[src/rtl/phy_bridge_pkg.sv]
package phy_bridge_pkg;
  typedef enum logic [1:0] {
    ACC_NONE,
    ACC_LOCAL,
    ACC_TRIG_OK,
    ACC_TRIG_BAD
  } acc_kind_e;

  localparam logic [1:0] LOC_DIR    = 2'd0;
  localparam logic [1:0] LOC_STATUS = 2'd1;
  localparam logic [1:0] LOC_DATA   = 2'd2;
endpackage

[src/rtl/pib_addr_decode.sv]
module pib_addr_decode
  import phy_bridge_pkg::*;
#(
  parameter int ADDR_W   = 16,
  parameter int NUM_PHY  = 5,
  parameter int REG_W    = 5,
  parameter int PAGE_W   = 4,
  parameter int PAGE_MAX = 7
) (
  input  logic [ADDR_W-1:0]  addr_i,
  output acc_kind_e          kind_o,
  output logic [1:0]         loc_idx_o,
  output logic [NUM_PHY-1:0] sel_o,
  output logic [PAGE_W-1:0]  page_o,
  output logic [REG_W-1:0]   reg_o
);
  localparam int PHY_LSB = REG_W + PAGE_W;
  localparam int SPARE_W = ADDR_W - 1 - PHY_LSB - NUM_PHY;

  logic spare_zero;
  logic marker;

  generate
    if (SPARE_W > 0) begin : g_spare
      assign spare_zero = (addr_i[ADDR_W-2 -: SPARE_W] == '0);
    end else begin : g_nospare
      assign spare_zero = 1'b1;
    end
  endgenerate

  assign marker    = addr_i[ADDR_W-1];
  assign sel_o     = addr_i[PHY_LSB +: NUM_PHY];
  assign page_o    = addr_i[REG_W +: PAGE_W];
  assign reg_o     = addr_i[REG_W-1:0];
  assign loc_idx_o = addr_i[1:0];

  always_comb begin
    kind_o = ACC_NONE;
    if (marker) begin
      if (spare_zero && sel_o == '0 && page_o == '0 && reg_o < REG_W'(3))
        kind_o = ACC_LOCAL;
      else if (spare_zero && $countones(sel_o) == 1 && page_o <= PAGE_W'(PAGE_MAX))
        kind_o = ACC_TRIG_OK;
      else
        kind_o = ACC_TRIG_BAD;
    end
  end
endmodule

[src/rtl/pib_req_engine.sv]
module pib_req_engine #(
  parameter int DATA_W  = 16,
  parameter int NUM_PHY = 5,
  parameter int REG_W   = 5,
  parameter int PAGE_W  = 4
) (
  input  logic               clk_i,
  input  logic               rst_ni,
  input  logic               start_i,
  input  logic               we_i,
  input  logic [NUM_PHY-1:0] sel_i,
  input  logic [PAGE_W-1:0]  page_i,
  input  logic [REG_W-1:0]   reg_i,
  input  logic [DATA_W-1:0]  wdata_i,
  input  logic               phy_ack_i,
  output logic               busy_o,
  output logic               phy_we_o,
  output logic [NUM_PHY-1:0] phy_sel_o,
  output logic [PAGE_W-1:0]  phy_page_o,
  output logic [REG_W-1:0]   phy_reg_o,
  output logic [DATA_W-1:0]  phy_wdata_o,
  output logic               rd_done_o
);
  logic busy_q;

  always_ff @(posedge clk_i or negedge rst_ni) begin
    if (!rst_ni) begin
      busy_q      <= 1'b0;
      phy_we_o    <= 1'b0;
      phy_sel_o   <= '0;
      phy_page_o  <= '0;
      phy_reg_o   <= '0;
      phy_wdata_o <= '0;
    end else if (!busy_q) begin
      if (start_i) begin
        busy_q      <= 1'b1;
        phy_we_o    <= we_i;
        phy_sel_o   <= sel_i;
        phy_page_o  <= page_i;
        phy_reg_o   <= reg_i;
        phy_wdata_o <= we_i ? wdata_i : '0;
      end
    end else if (phy_ack_i) begin
      busy_q <= 1'b0;
    end
  end

  assign busy_o    = busy_q;
  assign rd_done_o = busy_q & phy_ack_i & ~phy_we_o;
endmodule

[src/rtl/phy_ind_bridge.sv]
module phy_ind_bridge
  import phy_bridge_pkg::*;
#(
  parameter int ADDR_W   = 16,
  parameter int DATA_W   = 16,
  parameter int NUM_PHY  = 5,
  parameter int REG_W    = 5,
  parameter int PAGE_W   = 4,
  parameter int PAGE_MAX = 7
) (
  input  logic               clk_i,
  input  logic               rst_ni,
  input  logic               host_req_i,
  input  logic               host_we_i,
  input  logic [ADDR_W-1:0]  host_addr_i,
  input  logic [DATA_W-1:0]  host_wdata_i,
  output logic [DATA_W-1:0]  host_rdata_o,
  output logic               busy_o,
  output logic               err_o,
  output logic               phy_req_o,
  output logic               phy_we_o,
  output logic [NUM_PHY-1:0] phy_sel_o,
  output logic [PAGE_W-1:0]  phy_page_o,
  output logic [REG_W-1:0]   phy_reg_o,
  output logic [DATA_W-1:0]  phy_wdata_o,
  input  logic               phy_ack_i,
  input  logic [DATA_W-1:0]  phy_rdata_i
);
  acc_kind_e          kind;
  logic [1:0]         loc_idx;
  logic [NUM_PHY-1:0] dec_sel;
  logic [PAGE_W-1:0]  dec_page;
  logic [REG_W-1:0]   dec_reg;
  logic               host_wr, host_rd, start, rd_done, busy;
  logic               dir_q, err_q;
  logic [DATA_W-1:0]  data_q;

  pib_addr_decode #(
    .ADDR_W(ADDR_W), .NUM_PHY(NUM_PHY), .REG_W(REG_W),
    .PAGE_W(PAGE_W), .PAGE_MAX(PAGE_MAX)
  ) u_dec (
    .addr_i(host_addr_i), .kind_o(kind), .loc_idx_o(loc_idx),
    .sel_o(dec_sel), .page_o(dec_page), .reg_o(dec_reg)
  );

  assign host_wr = host_req_i & host_we_i;
  assign host_rd = host_req_i & ~host_we_i;
  assign start   = host_wr & (kind == ACC_TRIG_OK);

  pib_req_engine #(
    .DATA_W(DATA_W), .NUM_PHY(NUM_PHY), .REG_W(REG_W), .PAGE_W(PAGE_W)
  ) u_eng (
    .clk_i(clk_i), .rst_ni(rst_ni), .start_i(start), .we_i(~dir_q),
    .sel_i(dec_sel), .page_i(dec_page), .reg_i(dec_reg), .wdata_i(host_wdata_i),
    .phy_ack_i(phy_ack_i), .busy_o(busy), .phy_we_o(phy_we_o),
    .phy_sel_o(phy_sel_o), .phy_page_o(phy_page_o), .phy_reg_o(phy_reg_o),
    .phy_wdata_o(phy_wdata_o), .rd_done_o(rd_done)
  );

  always_ff @(posedge clk_i or negedge rst_ni) begin
    if (!rst_ni) begin
      dir_q  <= 1'b0;
      err_q  <= 1'b0;
      data_q <= '1;
    end else begin
      if (host_wr && kind == ACC_LOCAL && loc_idx == LOC_DIR)
        dir_q <= host_wdata_i[0];
      if (host_wr && !busy) begin
        if (kind == ACC_TRIG_OK)       err_q <= 1'b0;
        else if (kind == ACC_TRIG_BAD) err_q <= 1'b1;
      end
      if (rd_done)
        data_q <= phy_rdata_i;
    end
  end

  always_ff @(posedge clk_i or negedge rst_ni) begin
    if (!rst_ni) begin
      host_rdata_o <= '0;
    end else if (host_rd) begin
      host_rdata_o <= '0;
      if (kind == ACC_LOCAL) begin
        case (loc_idx)
          LOC_DIR:    host_rdata_o <= DATA_W'(dir_q);
          LOC_STATUS: host_rdata_o <= DATA_W'({err_q, busy});
          LOC_DATA:   host_rdata_o <= data_q;
          default:    host_rdata_o <= '0;
        endcase
      end
    end
  end

  assign busy_o    = busy;
  assign phy_req_o = busy;
  assign err_o     = err_q;
endmodule

[config.mk]
export PLATFORM = sky130hd
export DESIGN_NAME = phy_ind_bridge
export DESIGN_NICKNAME = d
export VERILOG_FILES = /design/src/rtl/phy_bridge_pkg.sv /design/src/rtl/pib_addr_decode.sv /design/src/rtl/pib_req_engine.sv /design/src/rtl/phy_ind_bridge.sv
export SDC_FILE = /design/constraint.sdc
export NUM_CORES = 1
export LEC_CHECK = 0
export BUFFER_PORTS_ARGS = -buffer_cell sky130_fd_sc_hd__buf_2
export CORE_UTILIZATION = 45
export DETAILED_ROUTE_END_ITERATION = 6
export PLACE_DENSITY_LB_ADDON = 0.2
export SLEW_MARGIN = 15
export SYNTH_ARGS = -nofsm -noshare
export SYNTH_HDL_FRONTEND = slang
export SYNTH_SLANG_ARGS = --single-unit
[constraint.sdc]
create_clock -name clk_i -period 2.5 [get_ports clk_i]
set_clock_uncertainty 0.15 [all_clocks]
set_input_delay 0.25 -clock clk_i [delete_from_list [all_inputs] [get_ports clk_i]]
set_output_delay 0.25 -clock clk_i [all_outputs]
set_load 0.005 [all_outputs]
# ---- After elaboration in Yosys (flattened, before gate mapping)
# Index checks and enable logic that the tools add are counted.
dict set report word_totals {
  reg_bits 66
  output_inout_bits 50
  wordCells 58
}
dict set report classes {
  addsub 4
  magnitude_cmp 2
  eq_ne 6
  muxes 11
  n_bitwise 10
  n_reduce_logical 15
}
# cell n
set op_table {}
lappend op_table {{$pmux 16 s3} 1}
lappend op_table {{$add 32x1->32} 1}
lappend op_table {{$add 32x32->32} 1}
lappend op_table {{$eq 32x2->1 const B} 1}
lappend op_table {{$mux 16} 2}
lappend op_table {{$logic_and 1x1->1} 8}
lappend op_table {{$eq 2x2->1 const B} 3}
lappend op_table {{$mux 1} 6}
lappend op_table {{$and 1x1->1} 5}
lappend op_table {{$logic_not 5->1} 1}
lappend op_table {{$lt 5x2->1 const B} 1}
lappend op_table {{$not 1->1} 5}
lappend op_table {{$add 1x1->2} 2}
lappend op_table {{$eq 2x1->1 const B} 2}
lappend op_table {{$le 4x3->1 const B} 1}
lappend op_table {{$logic_not 4->1} 1}
lappend op_table {{$mux 2} 2}
lappend op_table {{$reduce_and 2->1} 2}
lappend op_table {{$logic_not 2->1} 1}
lappend op_table {{$reduce_bool 2->1} 1}
lappend op_table {{$logic_not 1->1} 1}

# ---- Depth between registers and ports, before layout
# Gate-level depths: netlist (run 1).
dict set report depth {
  ltp_word 13
  mapped_depth 9
}

# ---- Modules after synthesis
# A second synthesis (run 1) with hierarchy kept.
dict set report unflattened {
  hier_cells 235
  hier_area_um2 3035.4
}
# mod n_inst cells_each area_per_inst_um2 seq_area_each_um2
set modules_own_cells {}
lappend modules_own_cells {pib_req_engine 1 106 1375.1 800.8}
lappend modules_own_cells {phy_ind_bridge 1 91 1361.3 870.8}
lappend modules_own_cells {pib_addr_decode 1 38 299.0 0.0}

# ---- Least setup slack after synthesis (run 1)
# OpenSTA, ideal clock, no wires.
dict set report synth_timing {
  path_kind {input port to flip-flop}
  from {input port host_addr_i[11]}
  to {register u_eng.phy_page_o[2]}
  setup_time_ps 125
  arrival_ps 2198
  slack_ps 27
  stages 9
  path_cell_list {inv_1 -> ha_1 -> fa_1 -> inv_1 -> fa_1 -> nand4_1 -> nor3b_4 -> buf_6 -> mux2_2}
}
dict set report synth_between {
  elab_chain_cells 12
  elab_cells_between_ends 16
  cone_classes {add/sub: 3; eq/ne: 2; mux: 3; bitwise: 1; reduce/logical: 7}
}
# item line
set synth_lines {}
lappend synth_lines {{start: declaration} phy_ind_bridge.sv:15} ;# input logic [ADDR_W-1:0] host_addr_i,
lappend synth_lines {{$add 1x1->2 (implied by the code)} pib_addr_decode.sv:42} ;# else if (spare_zero && $countones(sel_o) == 1 && page_o <= PAGE_W'(PAGE_MAX))
lappend synth_lines {{$add 32x32->32 (implied by the code)} pib_addr_decode.sv:42}
lappend synth_lines {{$add 32x1->32 (implied by the code)} pib_addr_decode.sv:42}
lappend synth_lines {{$eq 32x2->1} pib_addr_decode.sv:42}
lappend synth_lines {{$logic_and 1x1->1 (2 in series)} pib_addr_decode.sv:42}
lappend synth_lines {{$mux 1} pib_addr_decode.sv:42}
lappend synth_lines {{$mux 2 (*)} pib_addr_decode.sv:40} ;# if (spare_zero && sel_o == '0 && page_o == '0 && reg_o < REG_W'(3))
lappend synth_lines {{$mux 2 (*)} pib_addr_decode.sv:39} ;# if (marker) begin
lappend synth_lines {{$eq 2x2->1 (*)} phy_ind_bridge.sv:48} ;# assign start = host_wr & (kind == ACC_TRIG_OK);
lappend synth_lines {{$and 1x1->1 (*)} phy_ind_bridge.sv:48}
lappend synth_lines {{$reduce_and 2->1 (no line) (*)} n/a}
lappend synth_lines {{end signal: assignment} pib_req_engine.sv:39} ;# phy_page_o <= page_i;
lappend synth_lines {{end: declaration} pib_req_engine.sv:19} ;# output logic [PAGE_W-1:0] phy_page_o,
# Mark *: on every way between the ends. The rest lies on a longest branch, timed or not.
# A chain may end at the register's enable or synchronous reset.

# ---- Final worst setup path (run 1)
dict set report layout_timing {
  from {input port host_addr_i[11]}
  to {register u_eng.phy_reg_o[4]}
}
dict set report layout_between {
  elab_chain_cells 12
  elab_cells_between_ends 16
  cone_classes {add/sub: 3; eq/ne: 2; mux: 3; bitwise: 1; reduce/logical: 7}
}
# item line
set layout_lines {}
lappend layout_lines {{$add 1x1->2 (implied by the code)} pib_addr_decode.sv:42}
lappend layout_lines {{$add 32x32->32 (implied by the code)} pib_addr_decode.sv:42}
lappend layout_lines {{$add 32x1->32 (implied by the code)} pib_addr_decode.sv:42}
lappend layout_lines {{$eq 32x2->1} pib_addr_decode.sv:42}
lappend layout_lines {{$logic_and 1x1->1 (2 in series)} pib_addr_decode.sv:42}
lappend layout_lines {{$mux 1} pib_addr_decode.sv:42}
lappend layout_lines {{$mux 2 (*)} pib_addr_decode.sv:40}
lappend layout_lines {{$mux 2 (*)} pib_addr_decode.sv:39}
lappend layout_lines {{$eq 2x2->1 (*)} phy_ind_bridge.sv:48}
lappend layout_lines {{$and 1x1->1 (*)} phy_ind_bridge.sv:48}
lappend layout_lines {{$reduce_and 2->1 (no line) (*)} n/a}
lappend layout_lines {{end signal: assignment} pib_req_engine.sv:40} ;# phy_reg_o <= reg_i;
lappend layout_lines {{end: declaration} pib_req_engine.sv:20} ;# output logic [REG_W-1:0] phy_reg_o,
# Marked as above.

==> flow_metrics.env, run 1 <==
export IMPL_worst_pin_slew_ns=0.7810
export IMPL_fp_dieW_um=81.41
export IMPL_ir_worst_vdd_mv=0.3674
export IMPL_place_area_um2=3461
export IMPL_worst_r2r_path_depth=4
export IMPL_setup_viol=0
export IMPL_worstHoldPathType="primary input to flop"
export IMPL_slew_violations=0
export IMPL_grt_pass1_vias=2082
export IMPL_synthCells=201
export IMPL_fin_cells=414
export IMPL_leakage_nw=2.040
export IMPL_area_growth_pct=35.76
export IMPL_final_hold_viol_count=0
export IMPL_vias_per_cell=4.930
export IMPL_clock_path_buffers=2
export IMPL_r2r_setup_slack_ns=0.57
export IMPL_p_sw_w=0.0005819
export IMPL_grt_pass1_wl_mm=9.832
export IMPL_period_minus_slack_ns=2.333
export IMPL_clk_latency_ns=0.33
export IMPL_vias=2041
export IMPL_r2r_end="u_eng.phy_reg_o[4]"
export IMPL_synth_ff_type="dfrtp_1"
export IMPL_crit_slowest_cell="fa_1"
export IMPL_crit_start="host_addr_i[11]"
export IMPL_hold_depth=2
export IMPL_ios=103
export IMPL_avgSynthCellArea_um2=14.12
export IMPL_rsz0062_at_grt="true"
export IMPL_antenna_cells=0
export IMPL_cts_buffers_inserted=9
export IMPL_start_util_pct=47.37
export IMPL_maxCapViolCount=0
export IMPL_ant_nets=0
export IMPL_dp_cells=380
export IMPL_io_buffers=102
export IMPL_h_tree_depth=3
export IMPL_layout_drive_gt1_share_pct=56.05
export IMPL_routedWlPerCell_um=14.61
export IMPL_drcViolationCount=0
export IMPL_clkSinkCount=66
export IMPL_ys_warn_count=0
export IMPL_die_area_um2=6628
export IMPL_grt_overflow=0
export IMPL_crit_chain="buf_2, inv_1, ha_1, fa_1, inv_1, fa_1, nand4_1, nor3b_4, buf_6, mux2_2"
export IMPL_cp_data_arrival_time_ns=2.39
export IMPL_wl_mm=6.048
export IMPL_cts_tree="built"
export IMPL_p_comb_share_pct=14.3
export IMPL_ys_types=31
export IMPL_start_kind="primary input"
export IMPL_slowest_delay_ns=0.48
export IMPL_first_pass_iters=4
export IMPL_placementRows=28
export IMPL_syn_area_um2=2838
export IMPL_mappedNetlistNets=260
export IMPL_clkTransAtPathRegs_ns=0.07
export IMPL_grt_antenna_before_repair=0
export IMPL_grt_max_degree=30
export IMPL_grt_use_total_pct=20.27
export IMPL_max_slew_margin_pct=47.79
export IMPL_fin_area_um2=3852
export IMPL_synth_edff_count=0
export IMPL_final_nets=393
export IMPL_yosysSeqAreaShare_pct=58.91
export IMPL_place_congestion=0.7417
export IMPL_required_ns=2.56
export IMPL_post_route_period_util_pct=93.32
export IMPL_worst_setup_path_end_kind="flop"
export IMPL_min_to="u_eng.phy_page_o[0]"
export IMPL_final_core_util_pct=64.31
export IMPL_worstSetupPathType="primary input to flop"
export IMPL_power_share_sequential_pct=49.3
export IMPL_outcome="complete, no violations"
export IMPL_cp_max_fo=15
export IMPL_r2r_start="u_eng.busy_o"
export IMPL_dp_hpwl_mm=4.447
export IMPL_core_area_um2=5991
export IMPL_p_sw_share_pct=23.54
export IMPL_die_h_um=81.41
export IMPL_clkPwrFrac_pct=36.4
export IMPL_clock_tree_root_cell="clkbuf_8"
export IMPL_synth_seq_cells=66
export IMPL_intPower_w=0.001890
export IMPL_powerDensity_nw_per_um2=641.6
export IMPL_fmax_mhz=428.6
export IMPL_synth_async_sr_flop_share_pct=100.0
export IMPL_dr_first_iter_drc_count=43
export IMPL_hp_start="host_addr_i[5]"
export IMPL_whs_ns=0.01838
## state kept, by name (all words and copies together), names as in the netlist
signal and flops:
u_eng.phy_page_o 4, dir_q 1, host_rdata_o 16, err_o 1, u_eng.phy_sel_o 5, u_eng.phy_reg_o 5
u_eng.phy_wdata_o 16, data_q 16, u_eng.phy_we_o 1, u_eng.busy_o 1
## how the worst max path moves through the flow
| stage | endpoint | slack (ns) | cells past startpoint |
|---|---|---|---|
| 2_1_floorplan | u_eng.phy_page_o[2] | 0.03 | 9 |
| 3_3_place_gp | u_eng.phy_sel_o[3] | -0.14 | 10 |
| 3_5_place_dp | u_eng.phy_page_o[1] | -0.23 | 10 |
| 4_1_cts | u_eng.phy_reg_o[4] | 0.11 | 10 |
| 5_1_grt | u_eng.phy_wdata_o[2] | 0.00005 | 10 |
| 6_report | u_eng.phy_reg_o[4] | 0.17 | 10 |
## power by group through the flow
stage               combinational [W]  sequential [W]  clock [W]
finish                       0.000353         0.00122   0.000899
global route                 0.000398         0.00123   0.000968
CTS                          0.000362         0.00122   0.000926
detailed placement           0.000339         0.00124          0
global placement             0.000325         0.00124          0
floorplan                    0.000124         0.00125          0
## cells in the mapped netlist (2+ instances only)
library cell,number,area [um2]
mux2i_1,2,20.02
nor2_1,3,11.26
dfrtp_1,50,1251
nand2b_1,2,12.51
a22o_1,14,122.6
mux2_1,4,45.04
nand4_1,2,12.51
mux2_2,42,473.0
nand2_1,5,18.77
buf_6,3,33.78
dfstp_2,16,420.4
o31ai_1,2,15.01
buf_4,2,15.01
ha_1,4,50.05
inv_1,11,41.29
clkbuf_1,3,11.26
fa_1,2,40.04
nor2b_1,19,118.9
a21oi_1,3,15.01
## kinds of logic after synthesis
group / Yosys count / share of synthesized area, %
AO/OA/AOI/OAI: 21 / 5.864
adder cells (fa/ha/maj): 6 / 3.175
buffers and inverters: 20 / 3.703
flip-flops: 66 / 58.91
multiplexers: 48 / 18.96
AND/OR/NAND/NOR: 40 / 9.391
## layout by cell type, fill, tap and decap left out, drive strengths merged
cell type	netlist	layout
a211oi	1	1
a21oi	3	3
a22o	14	14
and3b	1	1
and4	1	1
buf	6	113
bufinv	0	1
clkbuf	3	11
clkinv	0	3
clkinvlp	0	1
dfrtp	50	50
dfstp	16	16
dlygate4sd3	0	18
fa	2	2
ha	4	4
inv	11	11
mux2	46	46
mux2i	2	2
nand2	5	5
nand2b	2	2
nand3	1	1
nand4	2	2
nor2	3	3
nor2b	19	19
nor3	1	1
nor3b	2	2
nor4	2	2
nor4b	1	1
o22ai	1	1
o31ai	2	2
## layout make-up
| cell class | count | area, um2 |
|---|---|---|
| Clock buffer | 11 | 151.4 |
| Tap cell | 75 | 93.84 |
| Timing Repair Buffer | 131 | 780.7 |
| Sequential cell | 66 | 1672 |
| Fill cell | 491 | 2138 |
| Clock inverter | 5 | 52.55 |
| Multi-Input combinational cell | 115 | 1061 |
| Inverter | 11 | 41.29 |
## worst max-delay path: cells and delay by family
family | cells | cell delay [ns]
fa+ha+maj | 3 | 0.93
simple gates | 2 | 0.43
buf+inv | 4 | 0.41
mux | 1 | 0.35
## metal layers
metal	vias to the layer above	track usage [%]	wire length (um)
met5	-	0	0
met4	0	9.107	97
met3	9	5.000	368
met2	64	33.58	3019
met1	999	25.00	2562
li1	969	-	-
## timing repair
item | CTS | global route
setup endpoints to repair | 0 | 15
hold endpoints to repair | 31 | 0
resized for setup | 0 | 2
buffers inserted | 0 | 0
hold buffers | 18 | 0
## through the flow
step           total power, W  TNS, ns  setup slack, ns
6_report             0.002472        0           0.1670
5_1_grt              0.002599        0       0.00004996
2_1_floorplan        0.001371        0          0.02698
4_1_cts              0.002508        0           0.1139
3_3_place_gp         0.001561   -3.372          -0.1372
3_5_place_dp         0.001579   -5.900          -0.2341
No activity file was read; power rests on OpenSTA's default activity.
==> run 2, diff against run 1 <==
--- a/config.mk
+++ b/config.mk
@@ -5,10 +5,11 @@
 export SDC_FILE = /design/constraint.sdc
 export NUM_CORES = 1
 export LEC_CHECK = 0
+export ABC_AREA = 1
 export BUFFER_PORTS_ARGS = -buffer_cell sky130_fd_sc_hd__buf_2
 export CORE_UTILIZATION = 45
 export DETAILED_ROUTE_END_ITERATION = 6
-export PLACE_DENSITY_LB_ADDON = 0.2
+export PLACE_DENSITY = 0.83
 export SLEW_MARGIN = 15
 export SYNTH_ARGS = -nofsm -noshare
 export SYNTH_HDL_FRONTEND = slang
==> flow_metrics.env, run 2 <==
export IMPL_outcome="complete, no violations"
export IMPL_dp_hpwl_mm=4.934
export IMPL_clkTransAtPathRegs_ns=0.07
export IMPL_grt_pass1_wl_mm=11.10
export IMPL_cts_tree="built"
export IMPL_syn_area_um2=3119
export IMPL_period_minus_slack_ns=2.157
export IMPL_dp_cells=507
export IMPL_synth_async_sr_flop_share_pct=100.0
export IMPL_powerDensity_nw_per_um2=637.7
export IMPL_final_common_cell="buf_2"
export IMPL_worst_pin_slew_ns=0.7526
export IMPL_placementRows=29
export IMPL_yosysSeqAreaShare_pct=53.59
export IMPL_hp_start="phy_rdata_i[12]"
export IMPL_setup_viol=0
export IMPL_grt_pass1_vias=2438
export IMPL_clock_path_buffers=2
export IMPL_synth_top_area_cell="dfrtp_1"
export IMPL_worst_setup_path_end_kind="flop"
export IMPL_avgSynthCellArea_um2=9.339
export IMPL_cp_max_fo=33
export IMPL_drcViolationCount=0
export IMPL_crit_chain="buf_2, inv_1, ha_1, fa_1, inv_1, fa_1, nand3_1, nor3_1, nand3_4, buf_12, nand2_1, o21ai_2"
export IMPL_synth_top_area_share_pct=40.11
export IMPL_layout_drive_gt1_share_pct=38.95
export IMPL_io_buffers=102
export IMPL_grt_overflow=0
export IMPL_clock_tree_root_cell="clkbuf_8"
export IMPL_vias=2549
export IMPL_r2r_start="u_eng.busy_o"
export IMPL_yosys_top_cells_count="nand2_1 (100), dfrtp_1 (50), inv_1 (38)"
export IMPL_dr_first_iter_drc_count=68
export IMPL_area_growth_pct=27.88
export IMPL_worstSetupPathType="primary input to flop"
export IMPL_final_core_util_pct=61.07
export IMPL_crit_slowest_cell="fa_1"
export IMPL_required_ns=2.57
export IMPL_antenna_cells=0
export IMPL_slew_violations=0
export IMPL_hold_depth=3
export IMPL_die_area_um2=7268
export IMPL_cp_data_arrival_time_ns=2.23
export IMPL_synth_ff_type="dfrtp_1"
export IMPL_ys_types=30
export IMPL_maxCapViolCount=0
export IMPL_ir_worst_vdd_mv=0.2986
export IMPL_rsz0062_at_grt="false"
export IMPL_fin_cells=534
export IMPL_synth_edff_count=0
export IMPL_max_slew_margin_pct=49.83
export IMPL_grt_max_degree=35
export IMPL_grt_antenna_before_repair=0
export IMPL_vias_per_cell=4.773
export IMPL_ant_nets=0
export IMPL_worstHoldPathType="primary input to flop"
export IMPL_worst_r2r_path_depth=4
export IMPL_final_cell_mix="buf_2 (102), nand2_1 (100), dfrtp_1 (50)"
export IMPL_leakage_nw=2.204
export IMPL_routedWlPerCell_um=12.43
export IMPL_min_to="data_q[12]"
export IMPL_synth_area_leaders="dfrtp_1 (40%), dfstp_2 (13%), nand2_1 (12%)"
export IMPL_mappedNetlistNets=393
export IMPL_die_h_um=85.26
export IMPL_fp_dieW_um=85.26
export IMPL_ys_warn_count=0
export IMPL_core_area_um2=6531
export IMPL_synthCells=334
export IMPL_wl_mm=6.637
export IMPL_critPathTopFamily="adder cells"
export IMPL_slowest_delay_ns=0.47
export IMPL_h_tree_depth=3
export IMPL_post_cts_resize_count=0
export IMPL_start_util_pct=47.76
export IMPL_first_pass_iters=4
export IMPL_tns_ns=0
export IMPL_cts_buffers_inserted=9
export IMPL_top_regs="data_q: 16 flops, host_rdata_o: 16 flops, u_eng.phy_wdata_o: 16 flops"
export IMPL_synth_seq_cells=66
export IMPL_clk_latency_ns=0.33
export IMPL_final_hold_viol_count=0
export IMPL_fmax_mhz=463.5
export IMPL_r2r_setup_slack_ns=0.88
export IMPL_r2r_end="data_q[3]"
export IMPL_grt_use_total_pct=19.69
export IMPL_yosysMostFrequentCell="nand2_1"
export IMPL_final_nets=511
export IMPL_post_route_period_util_pct=86.29
export IMPL_ios=103
export IMPL_crit_buf_inv=4
export IMPL_start_kind="primary input"
export IMPL_place_congestion=0.7589
export IMPL_clkSinkCount=66
export IMPL_whs_ns=0.01079
==> run 2: changes by cell type in the layout (fill, tap and decap cells not counted), moves of 5 or more <==
cell and change:
nand2_1 +95, a22o_1 -14, nand3b_1 +6, nand3_1 +13
inv_1 +27, dlygate4sd3_1 -7, nor2_1 +25, o21ai_2 +22
o21ai_1 +8, mux2_2 -38, nor2b_1 -19, a21oi_1 +5
==> run 2: power breakdown <==
group / leakage, nW / switching (W) / internal, W
Combinational: 1.26 / 0.000193 / 0.000187
Sequential: 0.850 / 0.0000564 / 0.00125
Clock: 0.0974 / 0.000373 / 0.000486
==> run 2: worst reg2reg max path, stage by stage (launching register included) <==
cell and delay [ns]:
dfrtp_1 0.46, inv_1 0.10, nor2_1 0.05, nand2_2 0.39, mux2_2 0.41
==> run 2: per-layer routing <==
metal | global-route usage [%] | share of wire, % | vias up
met4 | 7.879 | 0.83 | 0
met3 | 5.837 | 7.7 | 5
met5 | 0 | 0 | -
li1 | - | - | 1281
met1 | 24.33 | 44 | 1168
met2 | 32.55 | 47 | 95
==> run 2: logic make-up (layout without fill, tap and decap cells) <==
family                     Yosys count  count (layout)  share of synthesized area, %
and+or+nand+nor                    160             160                         22.30
muxes                                8               8                         3.369
buffers and inverters               53             176                         8.464
DFF                                 66              66                         53.59
AOI/OAI and AO/OA                   41              41                         9.386
adders and majority gates            6               6                         2.888
==> run 2: stage by stage <==
| step | setup WS [ns] | cell area, um2 | total power, W |
|---|---|---|---|
| after floorplan | 0.2028 | 3119 | 0.001522 |
| after global placement | 0.02301 | 3690 | 0.001670 |
| after detailed placement | -0.02863 | 3690 | 0.001693 |
| after CTS | 0.3342 | 3989 | 0.002571 |
| after global routing | 0.1922 | 3989 | 0.002680 |
| final | 0.3426 | 3989 | 0.002544 |
==> run 2: what timing repair did <==
item,4_1_cts,5_1_grt
endpoints found under the hold margin,39,0
hold buffers,11,0
setup buffers,0,0
==> run 2: final cells by class <==
cell class | instances | area [um2]
fillers | 591 | 2542
flip-flops and latches | 66 | 1672
multi-input cells | 215 | 1184
repair buffers | 120 | 698.2
inverters | 40 | 150.1
clock buffers | 13 | 148.9
well taps | 77 | 96.34
clock inverters | 3 | 40.04
==> run 2: worst max-delay path by stage <==
stage | startpoint | to | slack [ns] | cells after the start
global route | host_addr_i[11] | u_eng.phy_wdata_o[3] | 0.19 | 12
floorplan | host_addr_i[11] | u_eng.phy_wdata_o[10] | 0.20 | 11
detailed placement | host_addr_i[11] | u_eng.phy_wdata_o[12] | -0.03 | 12
global placement | host_addr_i[11] | u_eng.phy_wdata_o[5] | 0.02 | 12
CTS | host_addr_i[11] | u_eng.phy_reg_o[3] | 0.33 | 12
finish | host_addr_i[11] | u_eng.phy_reg_o[3] | 0.34 | 12
==> run 3, diff against run 2 <==
--- a/config.mk
+++ b/config.mk
@@ -6,7 +6,7 @@
 export NUM_CORES = 1
 export LEC_CHECK = 0
 export ABC_AREA = 1
-export BUFFER_PORTS_ARGS = -buffer_cell sky130_fd_sc_hd__buf_2
+export BUFFER_PORTS_ARGS = -buffer_cell sky130_fd_sc_hd__buf_4
 export CORE_UTILIZATION = 45
 export DETAILED_ROUTE_END_ITERATION = 6
 export PLACE_DENSITY = 0.83
==> flow_metrics.env, run 3 (same netlist as run 2, synthesis figures left out) <==
export IMPL_grt_use_total_pct=20.57
export IMPL_start_kind="primary input"
export IMPL_worst_setup_path_end_kind="flop"
export IMPL_ant_nets=0
export IMPL_final_cell_mix="buf_4 (106), nand2_1 (100), dfrtp_1 (50)"
export IMPL_h_tree_depth=3
export IMPL_num_fill_cells=543
export IMPL_min_to="u_eng.phy_wdata_o[1]"
export IMPL_wl_mm=6.698
export IMPL_core_area_um2=6531
export IMPL_tns_ns=0
export IMPL_rsz0062_at_grt="false"
export IMPL_leakage_nw=2.244
export IMPL_top_regs="data_q: 16 flops, host_rdata_o: 16 flops, u_eng.phy_wdata_o: 16 flops"
export IMPL_final_common_cell="buf_4"
export IMPL_grt_max_degree=67
export IMPL_outcome="complete, no violations"
export IMPL_routedWlPerCell_um=12.54
export IMPL_clock_path_buffers=2
export IMPL_r2r_start="u_eng.busy_o"
export IMPL_vias_per_cell=4.749
export IMPL_grt_pass1_vias=2622
export IMPL_hp_start="host_wdata_i[1]"
export IMPL_required_ns=2.57
export IMPL_cp_max_fo=23
export IMPL_finalPower_w=0.002513
export IMPL_start_util_pct=47.76
export IMPL_clkTransAtPathRegs_ns=0.06
export IMPL_io_buffers=102
export IMPL_worst_pin_slew_ns=0.7982
export IMPL_max_slew_margin_pct=46.78
export IMPL_first_pass_iters=4
export IMPL_final_nets=511
export IMPL_ir_worst_vdd_mv=0.3341
export IMPL_dp_cells=506
export IMPL_post_route_period_util_pct=88.77
export IMPL_dp_hpwl_mm=4.852
export IMPL_placementRows=29
export IMPL_clock_tree_root_cell="clkbuf_8"
export IMPL_ios=103
export IMPL_worstHoldPathType="primary input to flop"
export IMPL_maxCapViolCount=0
export IMPL_clkSinkCount=66
export IMPL_grt_pass1_wl_mm=11.59
export IMPL_die_area_um2=7268
export IMPL_fp_dieW_um=85.26
export IMPL_grt_antenna_before_repair=0
export IMPL_fin_cells=534
export IMPL_fmax_mhz=450.6
export IMPL_r2r_setup_slack_ns=0.86
export IMPL_clk_latency_ns=0.34
export IMPL_place_congestion=0.7351
export IMPL_cts_tree="built"
export IMPL_grt_overflow=0
export IMPL_slew_violations=0
export IMPL_r2r_end="data_q[4]"
export IMPL_powerDensity_nw_per_um2=593.9
export IMPL_cp_data_arrival_time_ns=2.29
export IMPL_hold_depth=3
export IMPL_worstSetupPathType="primary input to flop"
export IMPL_final_hold_viol_count=0
export IMPL_period_minus_slack_ns=2.219
export IMPL_worst_r2r_path_depth=4
export IMPL_area_growth_pct=35.66
export IMPL_setup_viol=0
export IMPL_die_h_um=85.26
export IMPL_vias=2536
export IMPL_cts_buffers_inserted=9
export IMPL_cts_setup_buffers=0
export IMPL_dr_first_iter_drc_count=60
export IMPL_antenna_cells=0
export IMPL_drcViolationCount=0
export IMPL_layout_drive_gt1_share_pct=38.95
-- run 3: changes by cell type in the layout (fill, tap and decap cells not counted), sizes merged --
cell / delta
bufinv: -1
buf: -1
dlygate4sd3: +1
clkinv: +1
-- run 3: area by class of cell --
class                   instances  area, um2  share of cell area [%]
well taps                      77      96.34                   2.277
clock buffers                  13      158.9                   3.755
clock inverters                 3      15.01                  0.3548
flip-flops and latches         66       1672                   39.50
repair buffers                120      955.9                   22.59
multi-input cells             215       1184                   27.97
inverters                      40      150.1                   3.548
-- run 3: how the worst max path moves through the flow --
stage	cells past startpoint	to	start	slack, ns
after floorplan	11	u_eng.phy_wdata_o[10]	host_addr_i[11]	0.20
after global placement	12	u_eng.phy_wdata_o[15]	host_addr_i[11]	0.03
after detailed placement	12	u_eng.phy_sel_o[0]	host_addr_i[11]	-0.09
after CTS	12	u_eng.phy_wdata_o[0]	host_addr_i[11]	0.25
after global routing	12	u_eng.phy_wdata_o[0]	host_addr_i[11]	0.10
final	12	u_eng.phy_wdata_o[0]	host_addr_i[11]	0.28
-- run 3: stage by stage --
step                      util [%]  setup WS [ns]  area, um2  hold WS [ns]
after floorplan                  -         0.2028       3119       -0.1956
after global placement       60.29        0.03049       3938        0.2375
after detailed placement     60.29       -0.08814       3938        0.2470
after CTS                    64.79         0.2535       4232      0.006809
after global routing         64.79         0.1028       4232       0.01334
final                        64.79         0.2808       4232       0.01555
-- run 3: worst max-delay path, stage by stage --
cell and delay [ns]:
buf_4 0.09, inv_1 0.05, ha_1 0.29, fa_1 0.16
inv_1 0.05, fa_1 0.47, nand3_1 0.07, nor3_1 0.31
nand3_4 0.20, buf_12 0.21, nand2_1 0.08, o21ai_1 0.06
-- run 3: metal layers --
metal / routed length, um / global-route usage, % / up-vias / part of all wire [%]
li1: - / - / 1279 / -
met1: 2871 / 24.64 / 1152 / 43
met2: 3154 / 34.60 / 95 / 47
met3: 569 / 5.642 / 10 / 8.5
met4: 103 / 9.545 / 0 / 1.5
met5: 0 / 0 / - / 0
-- run 3: what timing repair did --
action | in CTS | in global routing
resized for setup | 0 | 0
hold buffers | 12 | 0
hold endpoints to repair | 61 | 0
-- run 3: power by group --
part	internal, W	total, W	switching, W
sequential	0.00125	0.00131	0.0000580
clock	0.000410	0.000785	0.000376
combinational	0.000232	0.000421	0.000189
